===== src/rtl/sema_pkg.sv =====
// Shared types for the two-port semaphore arbiter.
// Side index 0 is the left port and index 1 is the right port.
package sema_pkg;
    localparam int NUM_SIDES = 2;
    localparam int SIDE_L    = 0;
    localparam int SIDE_R    = 1;

    typedef enum logic [1:0] {
        OWN_NONE  = 2'd0,
        OWN_LEFT  = 2'd1,
        OWN_RIGHT = 2'd2
    } own_t;
endpackage


===== src/rtl/sema_wr_decode.sv =====
// Turns one port's write strobe and data bit into a request pulse (write 0)
// or a release pulse (write 1). Purely combinational. Assumes the inputs
// are synchronous to the arbiter clock.
module sema_wr_decode (
    input  logic wr_en,
    input  logic wr_bit,
    output logic req,
    output logic rel
);
    // Split the write into request and release.
    always_comb begin
        req = wr_en & ~wr_bit;
        rel = wr_en &  wr_bit;
    end
endmodule


===== src/rtl/sema_owner_fsm.sv =====
// Holds token ownership and one pending-request flag per side. A refused
// request is latched, and a release hands the token directly to a waiting
// side. Left wins a tie on a free semaphore. Assumes that req and rel of
// one side are never high together.
module sema_owner_fsm
    import sema_pkg::*;
(
    input  logic                 clk,
    input  logic                 rst_n,
    input  logic [NUM_SIDES-1:0] req,
    input  logic [NUM_SIDES-1:0] rel,
    output own_t                 own_q,
    output logic [NUM_SIDES-1:0] pend_q
);
    own_t                 own_n;
    logic [NUM_SIDES-1:0] pend_n;

    // Next ownership and pending flags from the current writes.
    always_comb begin
        own_n  = own_q;
        pend_n = (pend_q | req) & ~rel;
        case (own_q)
            OWN_NONE: begin
                if (pend_n[SIDE_L])      own_n = OWN_LEFT;
                else if (pend_n[SIDE_R]) own_n = OWN_RIGHT;
            end
            OWN_LEFT: begin
                if (rel[SIDE_L]) own_n = pend_n[SIDE_R] ? OWN_RIGHT : OWN_NONE;
            end
            OWN_RIGHT: begin
                if (rel[SIDE_R]) own_n = pend_n[SIDE_L] ? OWN_LEFT : OWN_NONE;
            end
            default: own_n = OWN_NONE;
        endcase
        if (own_n == OWN_LEFT)  pend_n[SIDE_L] = 1'b0;
        if (own_n == OWN_RIGHT) pend_n[SIDE_R] = 1'b0;
    end

    // State registers with synchronous active-low reset.
    always_ff @(posedge clk) begin
        if (!rst_n) begin
            own_q  <= OWN_NONE;
            pend_q <= '0;
        end else begin
            own_q  <= own_n;
            pend_q <= pend_n;
        end
    end

    // reset leaves the semaphore free with nothing pending
    a_r1_reset_free: assert property (@(posedge clk)
        !rst_n |=> (own_q == OWN_NONE && pend_q == '0));

    // a left request on a free semaphore is granted
    a_r2_free_grant: assert property (@(posedge clk) disable iff (!rst_n)
        (own_q == OWN_NONE && req[SIDE_L]) |=> own_q == OWN_LEFT);

    // in a tie the right request is kept
    a_r3_tie_pending: assert property (@(posedge clk) disable iff (!rst_n)
        (own_q == OWN_NONE && req[SIDE_L] && req[SIDE_R]) |=> pend_q[SIDE_R]);

    // the owner keeps the token until it releases
    a_r4_hold_left: assert property (@(posedge clk) disable iff (!rst_n)
        (own_q == OWN_LEFT && !rel[SIDE_L]) |=> own_q == OWN_LEFT);
    a_r4_hold_right: assert property (@(posedge clk) disable iff (!rst_n)
        (own_q == OWN_RIGHT && !rel[SIDE_R]) |=> own_q == OWN_RIGHT);

    // a release with the other side waiting hands the token over
    a_r5_handoff_lr: assert property (@(posedge clk) disable iff (!rst_n)
        (own_q == OWN_LEFT && rel[SIDE_L] && pend_q[SIDE_R]) |=> own_q == OWN_RIGHT);
    a_r5_handoff_rl: assert property (@(posedge clk) disable iff (!rst_n)
        (own_q == OWN_RIGHT && rel[SIDE_R] && pend_q[SIDE_L]) |=> own_q == OWN_LEFT);

    // a release with nothing waiting frees the semaphore
    a_r6_release_free: assert property (@(posedge clk) disable iff (!rst_n)
        (own_q == OWN_LEFT && rel[SIDE_L] && !pend_q[SIDE_R] && !req[SIDE_R])
        |=> own_q == OWN_NONE);

    // a non-owner writing 1 drops its own pending request
    a_r7_cancel: assert property (@(posedge clk) disable iff (!rst_n)
        (own_q != OWN_RIGHT && rel[SIDE_R]) |=> !pend_q[SIDE_R]);

    // the owner never carries a pending request of its own
    a_r9_no_self_pend: assert property (@(posedge clk) disable iff (!rst_n)
        own_q == OWN_LEFT |-> !pend_q[SIDE_L]);
endmodule


===== src/rtl/sema_status_drive.sv =====
// Produces the per-side status flags from ownership. A flag is 0 only for
// the side that owns the token. Assumes the ownership code is one of the
// three legal values.
module sema_status_drive
    import sema_pkg::*;
(
    input  logic                 clk,
    input  logic                 rst_n,
    input  own_t                 own_q,
    output logic [NUM_SIDES-1:0] flag
);
    own_t side_code [NUM_SIDES];
    assign side_code[SIDE_L] = OWN_LEFT;
    assign side_code[SIDE_R] = OWN_RIGHT;

    for (genvar s = 0; s < NUM_SIDES; s++) begin : g_flag
        // Flag is low only while this side holds the token.
        always_comb flag[s] = (own_q != side_code[s]);
    end

    // the two flags are never low together
    a_r8_exclusive: assert property (@(posedge clk) disable iff (!rst_n)
        flag != '0);
endmodule


===== src/rtl/sema_pair_arbiter.sv =====
// Top of the two-port semaphore arbiter. It decodes each port's writes,
// keeps ownership and pending requests, and drives the status flags.
// Assumes both ports are synchronous to clk.
module sema_pair_arbiter
    import sema_pkg::*;
(
    input  logic clk,
    input  logic rst_n,
    input  logic l_wr_en,
    input  logic l_wr_bit,
    input  logic r_wr_en,
    input  logic r_wr_bit,
    output logic l_flag,
    output logic r_flag
);
    logic [NUM_SIDES-1:0] wr_en_v, wr_bit_v, req_v, rel_v, pend_v, flag_v;
    own_t                 own_v;

    assign wr_en_v  = {r_wr_en,  l_wr_en};
    assign wr_bit_v = {r_wr_bit, l_wr_bit};

    for (genvar s = 0; s < NUM_SIDES; s++) begin : g_dec
        sema_wr_decode u_dec (
            .wr_en  (wr_en_v[s]),
            .wr_bit (wr_bit_v[s]),
            .req    (req_v[s]),
            .rel    (rel_v[s])
        );
    end

    sema_owner_fsm u_fsm (
        .clk    (clk),
        .rst_n  (rst_n),
        .req    (req_v),
        .rel    (rel_v),
        .own_q  (own_v),
        .pend_q (pend_v)
    );

    sema_status_drive u_stat (
        .clk   (clk),
        .rst_n (rst_n),
        .own_q (own_v),
        .flag  (flag_v)
    );

    assign l_flag = flag_v[SIDE_L];
    assign r_flag = flag_v[SIDE_R];
endmodule


===== config.mk =====
export PLATFORM = sky130hd
export DESIGN_NAME = sema_pair_arbiter
export DESIGN_NICKNAME = d
export VERILOG_FILES = /design/src/rtl/sema_pkg.sv /design/src/rtl/sema_wr_decode.sv /design/src/rtl/sema_owner_fsm.sv /design/src/rtl/sema_status_drive.sv /design/src/rtl/sema_pair_arbiter.sv
export SDC_FILE = /design/constraint.sdc
export NUM_CORES = 1
export LEC_CHECK = 0
export ABC_AREA = 1
export CORE_AREA = 10 10 47 49
export CTS_BUF_LIST = sky130_fd_sc_hd__clkbuf_4
export CTS_CLUSTER_DIAMETER = 40
export CTS_CLUSTER_SIZE = 25
export DETAILED_ROUTE_END_ITERATION = 10
export DIE_AREA = 0 0 57 59
export GPL_ROUTABILITY_DRIVEN = 0
export PLACE_DENSITY_LB_ADDON = 0.25
export SLEW_MARGIN = 25
export SYNTH_ARGS = -nofsm -noshare
export SYNTH_HDL_FRONTEND = slang
export SYNTH_SLANG_ARGS = --single-unit

===== constraint.sdc =====
create_clock -name clk -period 2.68 [get_ports clk]
set_clock_uncertainty 0.05 [all_clocks]
set_input_delay 0.536 -clock clk [delete_from_list [all_inputs] [get_ports clk]]
set_output_delay 0.536 -clock clk [all_outputs]
set_load 0.005 [all_outputs]

After elaboration in Yosys (flattened, before gate mapping) --
Index checks and enable logic that the tools add are counted.
Operators by class: equal/unequal tests 6, reductions and logical operators 3, bitwise logic cells 10, $lt $le $gt $ge 0, add/sub/neg operators 0, shift-type cells 0, mux-type cells 7, div/mod/pow operators 0, multiply operators 0
Operators by type and width (count):
- 2-to-1 mux 2 bit | 5
- case mux 2 bit (3 select lines) | 1
- bitwise AND 1 bit | 4
- == test 2 x 1 -> 1 bit (second input constant) | 2
- == test 2 bit (second input constant) | 2
- OR reduction 2 bit | 2
- inverter 1 bit | 3
- bitwise AND 2 bit | 1
- logical NOT 2 bit | 1
- != test 2 x 1 -> 1 bit (second input constant) | 1
- != test 2 bit (second input constant) | 1
- inverter 2 bit | 1
- bitwise OR 2 bit | 1
- 2-to-1 mux 1 bit | 1
Word-level totals: memory bits (writable) 0, ROM bits 0, bits in latches 0, output and inout port bits 2, word-level logic and storage cells 29, register bits 4, bits of input ports 6, memories 0

Logic depth before layout (Yosys ltp) --
word-level depth 9, depth in mapped cells 7, mapped depth without buffers 7

By module --
A second synthesis with hierarchy kept.
Unflattened totals: cell total of the unflattened synthesis 49, area, all modules 271.5 um^2
Modules (own cells, without submodules):
- sema_owner_fsm | cells each 37, instances 1, area each 221.5 um^2
- sema_wr_decode | cells each 4, instances 2, area each 17.5 um^2
- sema_status_drive | cells each 4, instances 1, area each 15.0 um^2

Worst setup path before layout --
No wires, ideal clock.
path type reg2out, start reg u_fsm.own_q[1], end out l_flag, arrival 0.499 ns, stages on the path, launching flop included 3, path slack 1.595 ns, data required time 2.094 ns, path buffers 0, path through dfxtp_1 inv_1 nand2_2
Between the ends: longest elaborated chain between the ends 1
Ends and longest elaborated chain:
- from (decl) | RTL line sema_owner_fsm.sv:12 | output own_t own_q,
- from (signal assigned) | RTL line sema_owner_fsm.sv:45 | own_q <= own_n;
- != test 2 x 1 -> 1 bit | RTL line sema_status_drive.sv:18 | always_comb flag[s] = (own_q != side_code[s]);
- to (decl) | RTL line sema_pair_arbiter.sv:13 | output logic l_flag,
No other way between the ends.

Worst setup path in the final report --
Ends and elaborated chain as after synthesis.

==> results.sh <==
export IMPL_status="complete, no violations"
export IMPL_wl_met1_microns=239
export IMPL_die_y_microns=59
export IMPL_htree_levels=1
export IMPL_crit_required_ps=2090
export IMPL_crit_path_end_kind="output pin"
export IMPL_post_drt_wl_per_cell_microns=8.10
export IMPL_placement_io_buffers=7
export IMPL_yosysSeqAreaShare=0.322
export IMPL_top_layer_used="met4"
export IMPL_numClockSinks=4
export IMPL_finalCritPeriodShare=0.704
export IMPL_place_hpwl_microns=479
export IMPL_synth_xor_area_frac=0
export IMPL_tritoncts="done"
export IMPL_grt_pass1_wl_microns=993
export IMPL_ios=8
export IMPL_syn_nets=49
export IMPL_grt_use_total=0.0380
export IMPL_leakage_nw=0.176
export IMPL_rsz0062_at_grt="no"
export IMPL_synth_cells=43
export IMPL_synth_mux_area_frac=0
export IMPL_hold_path_class="reg -> reg"
export IMPL_crit_fanout=6
export IMPL_totalPowerFinal_mw=0.183
export IMPL_final_cell_mix="nand2_1, inv_1, clkdlybuf4s50_1"
export IMPL_antennaDiodeCount=0
export IMPL_die_w_microns=57
export IMPL_final_common_cell="nand2_1"
export IMPL_cts_buffer_depth=2
export IMPL_cp_data_arrival_time_ps=1300
export IMPL_drt_iter0_markers=2
export IMPL_post_route_drc_count=0
export IMPL_num_vias=264
export IMPL_fillers=177
export IMPL_worst_ir_drop_vdd_mv=0.163
export IMPL_syn_to_final_growth_pct=45.2
export IMPL_path_clk_slew_ps=40
export IMPL_clk_latency_ps=230
export IMPL_final_setup_tns_ps=0
export IMPL_power_density_nw_per_um2=507
export IMPL_antenna_found_initial=0
export IMPL_drive_gt1_frac=0.170
export IMPL_crit_type="reg -> out"
export IMPL_cp_start_kind="flop"
export IMPL_cap_violations=0
export IMPL_worst_pin_slew_ps=212
export IMPL_setup_violations=0
export IMPL_root_buffer="clkbuf_4"
export IMPL_initial_utilization=0.178
export IMPL_syn_area_per_cell_sq_um=5.79
export IMPL_synthDistinctLibCells=8
export IMPL_wl_microns=559
export IMPL_grt_pass1_vias=274
export IMPL_grt_max_degree=7
export IMPL_slew_headroom=0.859
export IMPL_finalHoldViolations=0
export IMPL_synth_adder_area_share=0
export IMPL_fp_row_count=14
export IMPL_maxSlewViolCount=0
export IMPL_timing_fmax_mhz=530
export IMPL_synth_compound_area_frac=0.0201
export IMPL_core_sq_um=1400
export IMPL_dr_pass1_iters=3
export IMPL_postCtsSetupBuffers=0
export IMPL_final_antenna_net_count=0
export IMPL_wl_met3_microns=43
export IMPL_synth_area_sq_um=249
export IMPL_met2_length_microns=257
export IMPL_nets=61
export IMPL_min_period_ps=1890
export IMPL_cts_made_buffers=3
export IMPL_synthSimpleGateAreaFrac=0.538
export IMPL_grt_overflow_total=0
export IMPL_synth_top_family_by_area="simple AND/OR/NAND/NOR gates"
export IMPL_hold_buffers=0
export IMPL_yosys_warnings=0
export IMPL_die_area_sq_um=3360
export IMPL_avgViaCountPerCell=3.83
export IMPL_ctsResizeCount=0
export IMPL_ys_ff_latch=4
[power breakdown]
| part | switching [mW] | total (mW) | internal [mW] |
|---|---|---|---|
| Clock | 0.0234 | 0.0734 | 0.0500 |
| Sequential | 0.00441 | 0.0689 | 0.0645 |
| Combinational | 0.0203 | 0.0411 | 0.0207 |
| Total | 0.0481 | 0.183 | 0.135 |
[area by class of cell]
cell class              count  area (sq um)  area share
multi-input cells          31           139       0.384
flip-flops and latches      4          80.1       0.221
clock buffers               3          22.5      0.0623
well taps                  16          20.0      0.0554
inverters                   8          30.0      0.0830
repair buffers              7          70.1       0.194
[worst max-delay path, cell delays in order (launching register included)]
cell	delay (ps)
dfxtp_1	420
inv_1	80
nand2_2	70
clkdlybuf4s50_1	500
[registers in the layout, indices dropped and copies added, names as in the netlist]
| signal | count |
|---|---|
| u_fsm.pend_q | 2 |
| u_fsm.own_q | 2 |
[cells in the mapped netlist]
master   instances  area share
dfxtp_1          4        0.32
nand2_2          4        0.10
nor2_1           5       0.075
nor2_2           2       0.050
a21oi_1          1       0.020
inv_1            8        0.12
nand2_1         14        0.21
nand3_1          5        0.10
[metal layers]
metal | GRT usage | up-vias
met4 | 0.0403 | 0
li1 | - | 150
met3 | 0.0172 | 2
met1 | 0.0333 | 106
met5 | 0 | -
met2 | 0.0620 | 6
[kinds of logic after synthesis]
logic type      after synthesis
compound gates                1
buf+inv                       8
simple gates                 30
flops                         4
[worst paths after layout]
check                  from         endpoint  slack [ps]  depth (start not counted)
max          u_fsm.own_q[1]           l_flag         790                          3
min          u_fsm.own_q[0]  u_fsm.pend_q[0]         500                          2
max reg2reg  u_fsm.own_q[1]   u_fsm.own_q[1]        1660                          7
min reg2reg  u_fsm.own_q[0]  u_fsm.pend_q[0]         500                          2
[metrics by stage]
step / area, sq um / cells / utilization / hold WS, ps / worst slack [ps]
3_3_place_gp: 339 / 66 / 0.242 / 492 / 1040
6_report: 362 / 69 / 0.258 / 498 / 793
2_1_floorplan: 249 / 43 / - / 453 / 1590
5_1_grt: 362 / 69 / 0.258 / 559 / 722
4_1_cts: 362 / 69 / 0.258 / 498 / 781
3_5_place_dp: 339 / 66 / 0.242 / 493 / 1020
(Power assumes the default switching activity.)
